### src/rtl/radix_walk_pkg.sv
package radix_walk_pkg;
  localparam int ENTRY_W  = 64;
  localparam int VALID_B  = 63;
  localparam int LEAF_B   = 62;
  localparam int NLS_W    = 5;
  localparam int NEXT_LSB = 8;
  localparam int NEXT_MSB = 55;
  localparam int RPN_LSB  = 12;
  localparam int RPN_MSB  = 55;

  localparam logic [ENTRY_W-1:0] NEXT_BASE_MASK =
    ((64'd1 << (NEXT_MSB + 1)) - 64'd1) & ~((64'd1 << NEXT_LSB) - 64'd1);
  localparam logic [ENTRY_W-1:0] RPN_MASK =
    ((64'd1 << (RPN_MSB + 1)) - 64'd1) & ~((64'd1 << RPN_LSB) - 64'd1);

  typedef enum logic [2:0] {
    ST_IDLE,
    ST_FETCH,
    ST_WAIT,
    ST_DONE,
    ST_FAULT
  } walk_state_e;
endpackage

### src/rtl/radix_entry_addr.sv
module radix_entry_addr #(
  parameter int ADDR_W = 64,
  parameter int SIZE_W = 6,
  parameter int NLS_W  = 5
) (
  input  logic [ADDR_W-1:0] base_i,
  input  logic [ADDR_W-1:0] eaddr_i,
  input  logic [SIZE_W-1:0] size_i,
  input  logic [NLS_W-1:0]  nls_i,
  output logic [ADDR_W-1:0] entry_addr_o
);
  localparam int SH_W = SIZE_W + 1;

  logic [SH_W-1:0]   shamt;
  logic [NLS_W:0]    algn;
  logic [ADDR_W-1:0] idx;
  logic [ADDR_W-1:0] base_al;

  always_comb begin
    shamt   = {1'b0, size_i} - SH_W'(nls_i);
    algn    = {1'b0, nls_i} + (NLS_W+1)'(3);
    idx     = (eaddr_i >> shamt) & ~({ADDR_W{1'b1}} << nls_i);
    // misaligned bases are silently realigned
    base_al = base_i & ({ADDR_W{1'b1}} << algn);
    entry_addr_o = base_al + (idx << 3);
  end
endmodule

### src/rtl/radix_geom_check.sv
module radix_geom_check #(
  parameter int SIZE_W     = 6,
  parameter int NLS_W      = 5,
  parameter int LVL_W      = 3,
  parameter int ROOT_SIZE  = 52,
  parameter int ROOT_NLS   = 13,
  parameter int MID_NLS    = 9,
  parameter int TAIL_NLS   = 5,
  parameter int LAST_LEVEL = 3
) (
  input  logic [LVL_W-1:0]  level_i,
  input  logic [SIZE_W-1:0] size_i,
  input  logic [NLS_W-1:0]  nls_i,
  output logic              ok_o
);
  always_comb begin
    if (level_i == '0)
      ok_o = (size_i == SIZE_W'(ROOT_SIZE)) && (nls_i == NLS_W'(ROOT_NLS));
    else if (level_i < LVL_W'(LAST_LEVEL))
      ok_o = (nls_i == NLS_W'(MID_NLS));
    else if (level_i == LVL_W'(LAST_LEVEL))
      ok_o = (nls_i == NLS_W'(MID_NLS)) || (nls_i == NLS_W'(TAIL_NLS));
    else
      ok_o = 1'b0;
  end
endmodule

### src/rtl/radix_leaf_compose.sv
module radix_leaf_compose
  import radix_walk_pkg::*;
#(
  parameter int ADDR_W = 64,
  parameter int SIZE_W = 6
) (
  input  logic [ENTRY_W-1:0] entry_i,
  input  logic [ADDR_W-1:0]  eaddr_i,
  input  logic [SIZE_W-1:0]  size_i,
  output logic [ADDR_W-1:0]  raddr_o
);
  logic [ADDR_W-1:0] rpn;
  logic [ADDR_W-1:0] pmask;

  always_comb begin
    rpn     = ADDR_W'(entry_i & RPN_MASK);
    pmask   = ~({ADDR_W{1'b1}} << size_i);
    raddr_o = (rpn & ~pmask) | (eaddr_i & pmask);
  end
endmodule

### src/rtl/radix_walker.sv
module radix_walker
  import radix_walk_pkg::*;
#(
  parameter int ADDR_W = 64,
  parameter int SIZE_W = 6,
  parameter int LVL_W  = 3
) (
  input  logic               clk_i,
  input  logic               rst_ni,
  input  logic               start_i,
  input  logic [ADDR_W-1:0]  eaddr_i,
  input  logic [ADDR_W-1:0]  root_base_i,
  input  logic [NLS_W-1:0]   root_nls_i,
  input  logic [SIZE_W-1:0]  tree_size_i,
  output logic               mem_req_o,
  output logic [ADDR_W-1:0]  mem_addr_o,
  input  logic               mem_rvalid_i,
  input  logic [ENTRY_W-1:0] mem_rdata_i,
  output logic               busy_o,
  output logic               done_o,
  output logic               fault_o,
  output logic               fault_nopte_o,
  output logic               fault_badcfg_o,
  output logic [ADDR_W-1:0]  raddr_o,
  output logic [SIZE_W-1:0]  page_size_o,
  output logic [ENTRY_W-1:0] leaf_pte_o,
  output logic [ADDR_W-1:0]  pte_addr_o
);
  walk_state_e        state_q;
  logic [LVL_W-1:0]   level_q;
  logic [SIZE_W-1:0]  size_q;
  logic [NLS_W-1:0]   nls_q;
  logic [ADDR_W-1:0]  base_q, eaddr_q, fetch_addr_q;
  logic [ADDR_W-1:0]  raddr_q, pte_addr_q;
  logic [SIZE_W-1:0]  psize_q;
  logic [ENTRY_W-1:0] pte_q;
  logic               nopte_q, badcfg_q;

  logic [ADDR_W-1:0]  entry_addr;
  logic               geom_ok;
  logic [SIZE_W-1:0]  size_next;
  logic [ADDR_W-1:0]  leaf_raddr;
  logic [ADDR_W-1:0]  next_base;

  radix_entry_addr #(.ADDR_W(ADDR_W), .SIZE_W(SIZE_W), .NLS_W(NLS_W)) u_addr (
    .base_i(base_q), .eaddr_i(eaddr_q), .size_i(size_q), .nls_i(nls_q),
    .entry_addr_o(entry_addr)
  );

  radix_geom_check #(.SIZE_W(SIZE_W), .NLS_W(NLS_W), .LVL_W(LVL_W)) u_geom (
    .level_i(level_q), .size_i(size_q), .nls_i(nls_q), .ok_o(geom_ok)
  );

  assign size_next = size_q - SIZE_W'(nls_q);

  radix_leaf_compose #(.ADDR_W(ADDR_W), .SIZE_W(SIZE_W)) u_leaf (
    .entry_i(mem_rdata_i), .eaddr_i(eaddr_q), .size_i(size_next),
    .raddr_o(leaf_raddr)
  );

  assign next_base = ADDR_W'(mem_rdata_i & NEXT_BASE_MASK);

  always_ff @(posedge clk_i or negedge rst_ni) begin
    if (!rst_ni) begin
      state_q      <= ST_IDLE;
      level_q      <= '0;
      size_q       <= '0;
      nls_q        <= '0;
      base_q       <= '0;
      eaddr_q      <= '0;
      fetch_addr_q <= '0;
      raddr_q      <= '0;
      pte_addr_q   <= '0;
      psize_q      <= '0;
      pte_q        <= '0;
      nopte_q      <= 1'b0;
      badcfg_q     <= 1'b0;
    end else begin
      unique case (state_q)
        ST_IDLE: if (start_i) begin
          eaddr_q  <= eaddr_i;
          base_q   <= root_base_i;
          nls_q    <= root_nls_i;
          size_q   <= tree_size_i;
          level_q  <= '0;
          nopte_q  <= 1'b0;
          badcfg_q <= 1'b0;
          state_q  <= ST_FETCH;
        end
        ST_FETCH: begin
          if (!geom_ok) begin
            badcfg_q <= 1'b1;
            state_q  <= ST_FAULT;
          end else begin
            fetch_addr_q <= entry_addr;
            state_q      <= ST_WAIT;
          end
        end
        ST_WAIT: if (mem_rvalid_i) begin
          if (!mem_rdata_i[VALID_B]) begin
            nopte_q <= 1'b1;
            state_q <= ST_FAULT;
          end else begin
            size_q <= size_next;
            pte_q  <= mem_rdata_i;
            if (mem_rdata_i[LEAF_B]) begin
              raddr_q    <= leaf_raddr;
              psize_q    <= size_next;
              pte_addr_q <= fetch_addr_q;
              state_q    <= ST_DONE;
            end else begin
              nls_q   <= mem_rdata_i[NLS_W-1:0];
              base_q  <= next_base;
              level_q <= level_q + LVL_W'(1);
              state_q <= ST_FETCH;
            end
          end
        end
        ST_DONE, ST_FAULT: state_q <= ST_IDLE;
        default:           state_q <= ST_IDLE;
      endcase
    end
  end

  assign mem_req_o      = (state_q == ST_FETCH) && geom_ok;
  assign mem_addr_o     = entry_addr;
  assign busy_o         = (state_q != ST_IDLE);
  assign done_o         = (state_q == ST_DONE);
  assign fault_o        = (state_q == ST_FAULT);
  assign fault_nopte_o  = nopte_q;
  assign fault_badcfg_o = badcfg_q;
  assign raddr_o        = raddr_q;
  assign page_size_o    = psize_q;
  assign leaf_pte_o     = pte_q;
  assign pte_addr_o     = pte_addr_q;

  a_r10_single_req: assert property (@(posedge clk_i) disable iff (!rst_ni)
    mem_req_o |=> !mem_req_o);
  a_r10_no_req_while_waiting: assert property (@(posedge clk_i) disable iff (!rst_ni)
    (state_q == ST_WAIT) |-> !mem_req_o);
  a_r2_entry_aligned: assert property (@(posedge clk_i) disable iff (!rst_ni)
    mem_req_o |-> (mem_addr_o[2:0] == 3'b000));
  a_r5_level_bound: assert property (@(posedge clk_i) disable iff (!rst_ni)
    mem_req_o |-> (level_q <= LVL_W'(3)));
  a_r11_one_cause: assert property (@(posedge clk_i) disable iff (!rst_ni)
    fault_o |-> ($countones({fault_nopte_o, fault_badcfg_o}) == 1));
  a_r11_done_pulse: assert property (@(posedge clk_i) disable iff (!rst_ni)
    (done_o || fault_o) |=> !busy_o);
  a_r7_size_shrinks: assert property (@(posedge clk_i) disable iff (!rst_ni)
    (state_q == ST_WAIT && mem_rvalid_i && mem_rdata_i[VALID_B]) |=> (size_q < $past(size_q)));
endmodule

### config.mk
export PLATFORM = sky130hd
export DESIGN_NAME = radix_walker
export DESIGN_NICKNAME = d
export VERILOG_FILES = /design/src/rtl/radix_walk_pkg.sv /design/src/rtl/radix_entry_addr.sv /design/src/rtl/radix_geom_check.sv /design/src/rtl/radix_leaf_compose.sv /design/src/rtl/radix_walker.sv
export SDC_FILE = /design/constraint.sdc
export NUM_CORES = 1
export LEC_CHECK = 0
export BUFFER_PORTS_ARGS = -buffer_cell sky130_fd_sc_hd__buf_2
export CORE_MARGIN = 2
export CORE_UTILIZATION = 29
export CTS_CLUSTER_SIZE = 12
export DETAILED_ROUTE_END_ITERATION = 7
export SYNTH_ARGS = -nofsm -noshare
export SYNTH_HDL_FRONTEND = slang
export SYNTH_SLANG_ARGS = --single-unit
### constraint.sdc
create_clock -name clk_i -period 5.5 [get_ports clk_i]
set_clock_uncertainty 0.15 [all_clocks]
set_input_delay 0.275 -clock clk_i [delete_from_list [all_inputs] [get_ports clk_i]]
set_output_delay 0.275 -clock clk_i [all_outputs]
set_load 0.02 [all_outputs]
==> flow_summary_export.csv, run 1 <==
group,metric,value,unit
global_routing,grt_max_degree,131,
status,status,"finished with violations",
synthesis,netlist_instances,2489,
finish,fin_nets,3814,
finish,layout_common_cells,"575 x nand2_1, 466 x buf_4, 418 x buf_2, 406 x dfrtp_1, 256 x dlygate4sd3_1",
synthesis,syn-cell-area,0.0235,mm2
finish,drive_gt1_frac,0.414,
synthesis,synth-seq-area-share,0.435,
synthesis,dominantRegCellSynth,"dfrtp_1",
synthesis,netlist_top_cells_area,"dfrtp_1 44%, nand2_1 9.3%, mux2_2 9.3%",
worst_hold_path,min_path_type,"input pin to asynchronous set/reset pin",
floorplanning,core,0.0803,mm2
drt,wirelength,109000,um
worst_setup_path,cp_data_arrival_time,6120,ps
drt,drc_errors,0,
power,power_density,784,mW/mm2
sta,drv_slew,0,
worst_setup_path,worstSetupStartpointType,"register",
sta,relSlewSlack,0.212,
sta,setup_tns,-54240,ps
placed_design,place.gp.congestion,0.946,
drt,drt_first_iter_violations,1890,
synthesis,async_flop_share,1.00,
global_routing,globalRouteOverflowTotal,0,
synthesis,synth-seq-cells,408,
run,maxCapViolations,0,
placed_design,hpwl,81900,um
sta,tightestPinTransition,1180,ps
global_routing,grt_pass1_vias,23600,
global_routing,grt_pass1_wl,157000,um
synthesis,synth.distinct_cells,78,
global_routing,grt_usage,0.252,
clock_tree,cts_sinks,408,
clock_tree,clkTransAtPathRegs,60,ps
floorplanning,die_y,288,um
floorplanning,num_io_pins,475,
sta,whs,157,ps
clock_tree,cts_buffer_depth,3,
synthesis,syn_avg_cell_area,9.43,um2
placed_design,placed_area,0.0298,mm2
synthesis,synth_nets,2744,
sta,fin_crit_sh,1.19,
worst_setup_path,setup.worst_path.end_class,"output pin",
power,leakage,17.7,nW
drt,firstDrtPassIters,6,
power,p_total,28.4,mW
clock_tree,clk_latency,620,ps
clock_tree,cts_buffers,48,
sta,rsz0062_at_grt,"true",
placed_design,place_ws,-1090,ps
clock_tree,cts_tree,"yes",
status,violations,"negative setup slack",
worst_setup_path,cp_max_fo,10,
synthesis,netlist.area_leader.share,0.435,
floorplanning,die_area,0.0832,mm2
drt,post_drt_via_cell_ratio,5.16,
synthesis,synth_top_cell_by_area,"dfrtp_1",
drt,vias,24000,
sta,setup_viol,98,
drt,drt.antenna.violating_nets,0,
floorplanning,initial_core_util,0.292,
finish,syn2layout_area_growth,54.1,%
clock_tree,htree_levels,2,
clock_tree,cts_root_buf,"clkbuf_16",
sta,setup_ws,-1040,ps
sta,fmaxAchievable,153,MHz
finish,final_common_cell,"nand2_1",
power,vdd_drop_max,0.361,mV
worst_setup_path,worstSetupPathType,"register to output pin",
drt,drt-wirelength-per-cell,23.4,um
synthesis,yosysWarnings,0,
sta,hold_violations,0,
synthesis,synth-edff-count,0,
sta,period_minus_slack,6540,ps
placed_design,port_buffers,473,
floorplanning,rows,104,
floorplanning,die_w,288,um
global_routing,antenna_found_initial,7,
finish,finish.instance_area,0.0362,mm2
worst_setup_path,cp.required,5080,ps
-- final timing paths --
path                       slack, ps                          from  cells past startpoint                           end
setup / recovery               -1040          nls_q[0]$_DFFE_PN0P_                     22                mem_addr_o[59]
hold / removal                   160                        rst_ni                      2    pte_addr_o[39]$_DFFE_PN0P_
setup reg to reg                -490          nls_q[0]$_DFFE_PN0P_                     23  fetch_addr_q[59]$_DFFE_PN0P_
hold reg to reg                  300  fetch_addr_q[24]$_DFFE_PN0P_                      2    pte_addr_o[24]$_DFFE_PN0P_
max in group asynchronous       3570                        rst_ni                      3        base_q[25]$_DFFE_PN0P_
min in group clk_i               280                mem_rdata_i[6]                      3     leaf_pte_o[6]$_DFFE_PN0P_
-- flip-flops by register name, indices dropped and copies added, names as in the netlist, 3 cells and up --
name	cells
size_q	6
raddr_o	63
leaf_pte_o	64
fetch_addr_q	64
level_q	3
pte_addr_o	64
nls_q	5
state_q	3
page_size_o	6
eaddr_q	64
base_q	64
-- power by group --
part | switching, mW | total, mW | internal (mW)
sequential | 0.530 | 3.90 | 3.37
clock | 1.40 | 3.41 | 2.02
combinational | 11.3 | 21.0 | 9.78
total | 13.2 | 28.4 | 15.2
-- final cells by class --
cell class	instances	area, um2
fill	7623	44100
tap	1060	1330
multi-input combinational	1882	14000
antenna	7	17.5
clock inverter	24	340
inverter	30	113
clock buffer	61	1340
timing repair buffer	1189	8860
sequential	408	10200
-- routing by layer --
layer	routed length [um]	global-route usage	vias up
li1	-	-	11000
met3	6730	0.0348	211
met4	4940	0.0982	2
met2	49800	0.404	1012
met1	47400	0.345	11900
met5	15	0	-
-- critical path, cell delays in order (launching register included) --
cell	delay (ps)
dfrtp_2	430
ha_4	170
fa_4	780
buf_12	160
buf_12	150
mux4_2	550
mux2i_2	240
inv_1	80
mux2i_2	170
nor2_1	50
o21ai_0	130
o21ai_1	90
o311a_1	150
ha_4	310
and3_4	210
nand4_1	160
a211oi_2	280
o31a_1	240
a21oi_2	90
buf_12	140
or4b_4	520
xnor2_4	210
buf_6	140
-- cell families (layout without fill, tap and decap cells) --
| family | count (synthesis) | after routing | synth area share |
|---|---|---|---|
| XOR/XNOR | 64 | 64 | 0.0245 |
| adder cells (fa/ha/maj) | 48 | 48 | 0.0262 |
| AO/OA/AOI/OAI | 508 | 508 | 0.136 |
| multiplexers | 333 | 333 | 0.176 |
| AND/OR/NAND/NOR | 928 | 928 | 0.168 |
| flip-flops | 408 | 408 | 0.435 |
| other | 1 | 8 | 0.000160 |
| buffers and inverters | 199 | 1304 | 0.0336 |
-- cells in the mapped netlist, drive strengths merged, types with 25 or more instances --
master and instances:
xor2 25, ha 46, buf 29, inv 28, and3 26, a31oi 72
o21ai 158, mux4 44, nor3 33, clkbuf 140, a211oi 35, nand2 584
mux2i 96, dfrtp 408, nor2 161, nand3 34, a21oi 113, xnor2 39
mux2 193
-- through the flow --
stage | std cells | util
floorplan | 2489 | -
global placement | 4247 | 0.371
detailed placement | 4247 | 0.371
CTS | 4626 | 0.441
global route | 4655 | 0.450
finish | 4661 | 0.450
-- what timing repair did --
action / 4_1_cts / 5_1_grt
hold endpoints to repair: 328 / 0
resized for setup: 258 / 116
endpoints found under the setup margin: 112 / 111
cloned: 2 / 0
pin swaps: 53 / 69
hold buffers: 256 / 0
setup buffers: 36 / 27
No activity file was read; power rests on OpenSTA's default activity.
==> run 2: changes to the inputs <==
Settings changed: CORE_ASPECT_RATIO set to 2.
==> run 2 against run 1 <==
Net effect:
- the run still ends with negative setup slack left
- die area increased by 0.16%
- highest routed layer unchanged
- non-clock buffer count increased by 2
- first-iteration DRC count decreased by 28%
- largest power group unchanged
- final area increased by 0.92%
- critical endpoint is now mem_addr_o[61]
- clock power decreased by 15%
==> flow_summary_export.csv, run 2 (synthesized netlist as in run 1, its figures left out) <==
group,metric,value,unit
global_routing,grt_max_degree,150,
worst_setup_path,worstSetupPathType,"register to output pin",
sta,setup_viol,104,
placed_design,port_buffers,473,
finish,final_common_cell,"nand2_1",
drt,wirelength,113000,um
power,power_density,811,mW/mm2
worst_setup_path,cp_data_arrival_time,6490,ps
drt,post_drt_via_cell_ratio,5.22,
sta,drv_slew,0,
clock_tree,cts_sinks,408,
finish,fillers,7691,
sta,hold_violations,0,
clock_tree,clkTransAtPathRegs,70,ps
floorplanning,die_w,205,um
finish,register_area,0.0102,mm2
power,vdd_drop_max,0.393,mV
worst_setup_path,worstSetupStartpointType,"register",
global_routing,grt_pass1_wl,162000,um
worst_setup_path,crit_chain,"clkinvlp_4 -> ha_4 -> buf_4 -> xor2_4 -> buf_4 -> buf_4 -> nand2_1 -> nand3_1 -> o211ai_1 -> o211ai_1 -> o21ai_2 -> a211oi_4 -> fa_2 -> a21oi_4 -> o21ai_2 -> nand4_1 -> a211oi_2 -> o31a_1 -> a21oi_4 -> buf_6 -> or4b_4 -> xnor2_4 -> buf_6",
worst_setup_path,cp.required,5080,ps
finish,layout_common_cells,"566 x nand2_1, 437 x buf_4, 419 x buf_2, 407 x dfrtp_1, 251 x dlygate4sd3_1",
global_routing,antenna_found_initial,12,
status,violations,"negative setup slack",
placed_design,hpwl,86300,um
finish,drive_gt1_frac,0.425,
drt,drc_errors,0,
floorplanning,core,0.0802,mm2
finish,finish.utilization,0.455,
status,status,"finished with violations",
worst_setup_path,crit_path_frequent_cell,"buf_4",
worst_setup_path,cp.depth,23,
finish,multi_input_area,0.0145,mm2
global_routing,globalRouteOverflowTotal,0,
run,maxCapViolations,0,
floorplanning,num_io_pins,475,
worst_setup_path,critPathTopFamily,"compound AO/OA/AOI/OAI gates",
sta,fin_crit_sh,1.26,
global_routing,grt_pass1_vias,24800,
floorplanning,initial_core_util,0.293,
worst_setup_path,r2r_cells,23,
floorplanning,die_y,406,um
power,leakage,17.7,nW
clock_tree,cts_root_buf,"clkbuf_16",
clock_tree,cts_buffers,43,
sta,relSlewSlack,0.222,
drt,drt-wirelength-per-cell,24.4,um
finish,fin_nets,3811,
worst_setup_path,max_stage_delay,520,ps
clock_tree,htree_levels,2,
sta,tightestPinTransition,1160,ps
clock_tree,cts_tree,"yes",
floorplanning,die_area,0.0833,mm2
drt,firstDrtPassIters,5,
finish,syn2layout_area_growth,55.6,%
drt,drt.antenna.violating_nets,0,
worst_setup_path,cp_max_fo,13,
floorplanning,rows,147,
sta,setup_ws,-1410,ps
drt,drt_first_iter_violations,1366,
placed_design,place.gp.congestion,1.02,
worst_hold_path,hold_depth,3,
sta,rsz0062_at_grt,"true",
worst_setup_path,cp_num_buf_inv,6,
worst_setup_path,setup.worst_path.end_class,"output pin",
global_routing,grt_usage,0.267,
power,p_total,29.6,mW
clock_tree,cts_buffer_depth,3,
worst_setup_path,crit_slowest_cell,"or4b_4",
clock_tree,clk_latency,610,ps
sta,period_minus_slack,6910,ps
sta,fmaxAchievable,145,MHz
drt,vias,24200,
worst_hold_path,min_path_type,"input pin to register",
run 2: cell count changes in the layout (fill, tap and decap cells not counted), sizes merged:
cell	change
dlygate4sd3	-5
clkinv	-11
bufinv	-3
clkbuf	-9
bufbuf	+1
buf	+7
diode	+3
run 2: area by class of cell:
cell class / instances / share of cell area
inverters: 30 / 0.00329
flip-flops and latches: 408 / 0.280
repair buffers: 1191 / 0.249
multi-input cells: 1882 / 0.396
well taps: 1043 / 0.0358
clock inverters: 10 / 0.00401
clock buffers: 53 / 0.0313
diodes: 10 / 0.000686
run 2: what timing repair did:
item,4_1_cts,5_1_grt
resized for setup,311,172
hold buffers,251,0
buffers inserted,40,30
cloned,4,0
hold endpoints to repair,338,0
endpoints found under the setup margin,114,111
pin swaps,80,81
run 2: per-stage QoR:
stage | worst slack, ps | std cells | cell area [um2] | setup TNS (ps) | hold WS (ps)
2_1_floorplan | 0.725 | 2489 | 23600 | 0 | -171
3_3_place_gp | -1520 | 4249 | 30000 | -105790 | 244
3_5_place_dp | -1470 | 4249 | 30000 | -99110 | 255
4_1_cts | -1380 | 4599 | 35500 | -69700 | 79.2
5_1_grt | -1580 | 4625 | 36500 | -94030 | 59.0
6_report | -1410 | 4627 | 36500 | -73640 | 116
run 2: worst reg2reg max path: stages (launching register included):
cell and delay (ps):
dfrtp_1 410, clkinvlp_4 310, ha_4 390, buf_4 130
xor2_4 420, buf_4 300, buf_4 180, nand2_1 70
nand3_1 90, o211ai_1 250, o211ai_1 210, o21ai_2 110
a211oi_4 460, fa_2 340, a21oi_4 60, o21ai_2 180
nand4_1 220, a211oi_2 360, o31a_1 290, a21oi_4 110
buf_6 140, or4b_4 520, xnor2_4 160, mux2_4 270
run 2: final timing paths:
check,start,end,slack [ps]
worst max-delay path,nls_q[2]$_DFFE_PN0P_,mem_addr_o[61],-1410
worst min-delay path,root_nls_i[0],nls_q[0]$_DFFE_PN0P_,120
worst min register to register,fetch_addr_q[27]$_DFFE_PN0P_,pte_addr_o[27]$_DFFE_PN0P_,310
worst max register to register,nls_q[2]$_DFFE_PN0P_,fetch_addr_q[61]$_DFFE_PN0P_,-750
min in group asynchronous,rst_ni,eaddr_q[4]$_DFFE_PN0P_,180
max in group asynchronous,rst_ni,leaf_pte_o[50]$_DFFE_PN0P_,3590
run 2: layer usage:
layer	track usage	vias to the layer above	wire [um]
li1	-	10900	-
met1	0.281	11900	40100
met2	0.465	1000	56800
met3	0.0436	356	5830
met4	0.215	6	10400
met5	0	-	31
run 2: where the power goes:
group	internal (mW)	switching, mW
sequential	3.36	0.513
clock	1.60	1.29
combinational	10.4	12.4
total	15.4	14.2
==> run 3: changes to the inputs <==
Settings changed: CORE_MARGIN 2 to 4.
==> run 3 against run 2 <==
Net effect:
- the run still ends with negative setup slack left
- wire length grew 0.53%
- global-route usage shrank 1.1 points
- combinational power shrank 3%
- via count shrank 0.86%
- fmax grew 2.5%
- non-clock buffer count grew 14
- critical path depth grew 2
- largest power group unchanged
==> flow_summary_export.csv, run 3 (synthesized netlist as in run 1, its figures left out) <==
group,metric,value,unit
status,status,"finished with violations",
status,violations,"negative setup slack",
global_routing,antenna_found_initial,4,
global_routing,grt_pass1_wl,165000,um
global_routing,grt_pass1_vias,25300,
clock_tree,clk_latency,610,ps
global_routing,grt_usage,0.255,
sta,fin_crit_sh,1.23,
worst_setup_path,timing.rr.end,"fetch_addr_q[59]$_DFFE_PN0P_",
sta,setup_viol,100,
sta,fmaxAchievable,148,MHz
sta,rsz0062_at_grt,"true",
finish,drive_gt1_frac,0.422,
drt,drt-wirelength-per-cell,24.5,um
clock_tree,htree_levels,2,
floorplanning,core,0.0802,mm2
power,leakage,17.8,nW
sta,relSlewSlack,0.178,
floorplanning,num_io_pins,475,
sta,drv_slew,0,
worst_hold_path,min_path_type,"input pin to asynchronous set/reset pin",
drt,drc_errors,0,
sta,setup_tns,-65650,ps
floorplanning,die_y,410,um
clock_tree,clkTransAtPathRegs,60,ps
power,power_density,799,mW/mm2
global_routing,globalRouteOverflowTotal,0,
drt,drt.antenna.violating_nets,0,
finish,finish.instance_area,0.0362,mm2
worst_setup_path,worstSetupPathType,"register to output pin",
drt,post_drt_via_cell_ratio,5.17,
clock_tree,cts_sinks,408,
finish,final_common_cell,"nand2_1",
floorplanning,die_area,0.0858,mm2
placed_design,placed_area,0.0300,mm2
clock_tree,cts_root_buf,"clkbuf_16",
worst_setup_path,setup.worst_path.end_class,"output pin",
clock_tree,cts_buffers,43,
finish,layout_common_cells,"571 x nand2_1, 468 x buf_4, 418 x buf_2, 406 x dfrtp_1, 255 x dlygate4sd3_1",
global_routing,grt_max_degree,155,
drt,firstDrtPassIters,5,
worst_setup_path,endpoint,"mem_addr_o[59]",
drt,vias,24000,
sta,setup_ws,-1250,ps
finish,fin_nets,3825,
worst_setup_path,worstSetupStartpointType,"register",
worst_setup_path,r2r_slack,-580,ps
clock_tree,cts_buffer_depth,3,
clock_tree,cts_tree,"yes",
floorplanning,die_w,209,um
placed_design,hpwl,87600,um
sta,hold_violations,0,
finish,syn2layout_area_growth,54.4,%
floorplanning,initial_core_util,0.293,
sta,whs,16.7,ps
drt,wirelength,114000,um
power,vdd_drop_max,0.402,mV
worst_setup_path,r2r-start,"nls_q[0]$_DFFE_PN0P_",
sta,tightestPinTransition,1220,ps
worst_setup_path,r2r_cells,25,
floorplanning,rows,147,
worst_setup_path,cp_max_fo,8,
run,maxCapViolations,0,
placed_design,place_ws,-1620,ps
placed_design,place.gp.congestion,0.983,
worst_setup_path,cp.required,5080,ps
drt,drt_first_iter_violations,1417,
placed_design,port_buffers,473,
worst_setup_path,cp_data_arrival_time,6320,ps
sta,period_minus_slack,6750,ps
worst_setup_path,startpoint,"nls_q[0]$_DFFE_PN0P_",
==> run 3: changes by cell type in the layout (fill, tap and decap cells not counted), sizes merged <==
cell / change
buf: +10
diode: -6
clkinv: +4
dlygate4sd3: +4
inv: -3
bufinv: -2
clkbuf: +2
bufbuf: -1
==> run 3: final cells by class <==
cell class / count / area, um2
diodes: 4 / 10.0
well taps: 1043 / 1310
multi-input cells: 1882 / 14200
clock inverters: 9 / 97.6
flip-flops and latches: 408 / 10200
fillers: 7825 / 44000
inverters: 30 / 113
clock buffers: 54 / 1200
repair buffers: 1205 / 9110
==> run 3: what timing repair did <==
item                       in CTS  in global routing
gates resized for setup       323                119
setup endpoints to repair     114                111
setup buffers                  36                 32
hold buffers                  255                  0
pin swaps                      88                 56
hold endpoints to repair      385                  0
gates cloned                    3                  1
==> run 3: routing by layer <==
metal  global-route usage  share of wire
met1                0.272           0.35
met2                0.458           0.51
met3               0.0339          0.047
met4                0.186          0.092
met5                    0        0.00013
==> run 3: how the worst min path moves through the flow <==
stage	from	endpoint	cells past startpoint
2_1_floorplan	rst_ni	base_q[0]$_DFFE_PN0P_	0
3_3_place_gp	rst_ni	raddr_o[0]$_DFFE_PN0P_	1
3_5_place_dp	rst_ni	eaddr_q[0]$_DFFE_PN0P_	1
4_1_cts	rst_ni	size_q[5]$_DFFE_PN0P_	2
5_1_grt	rst_ni	raddr_o[0]$_DFFE_PN0P_	2
6_report	rst_ni	raddr_o[0]$_DFFE_PN0P_	2
==> run 3: worst max-delay path, stage by stage, from the launching register on <==
cell	delay, ps
dfrtp_2	420
ha_4	170
fa_4	800
buf_12	170
buf_4	140
mux2_4	170
nor2_2	40
a21oi_2	130
nand2_2	80
o21ai_4	70
o21ai_2	90
mux4_2	510
a211oi_2	230
ha_2	220
fa_2	210
a21oi_2	70
o21ai_2	160
nand4_1	200
a211oi_2	310
o31a_1	280
a21oi_2	120
buf_6	150
buf_6	110
or4b_4	510
xnor2_4	180
buf_6	140
==> run 3: through the flow <==
stage / utilization / cells / power, mW
floorplan: - / 2489 / 12.5
global placement: 0.374 / 4249 / 22.2
detailed placement: 0.374 / 4249 / 22.2
CTS: 0.443 / 4603 / 27.8
global route: 0.452 / 4634 / 30.3
finish: 0.452 / 4635 / 29.0
==> run 3: power by group <==
part	internal (mW)	total [mW]	switching, mW	leakage [nW]
combinational	10.1	22.2	12.1	11.8
sequential	3.37	3.87	0.503	5.32
clock	1.57	2.88	1.31	0.632
total	15.0	29.0	14.0	17.8
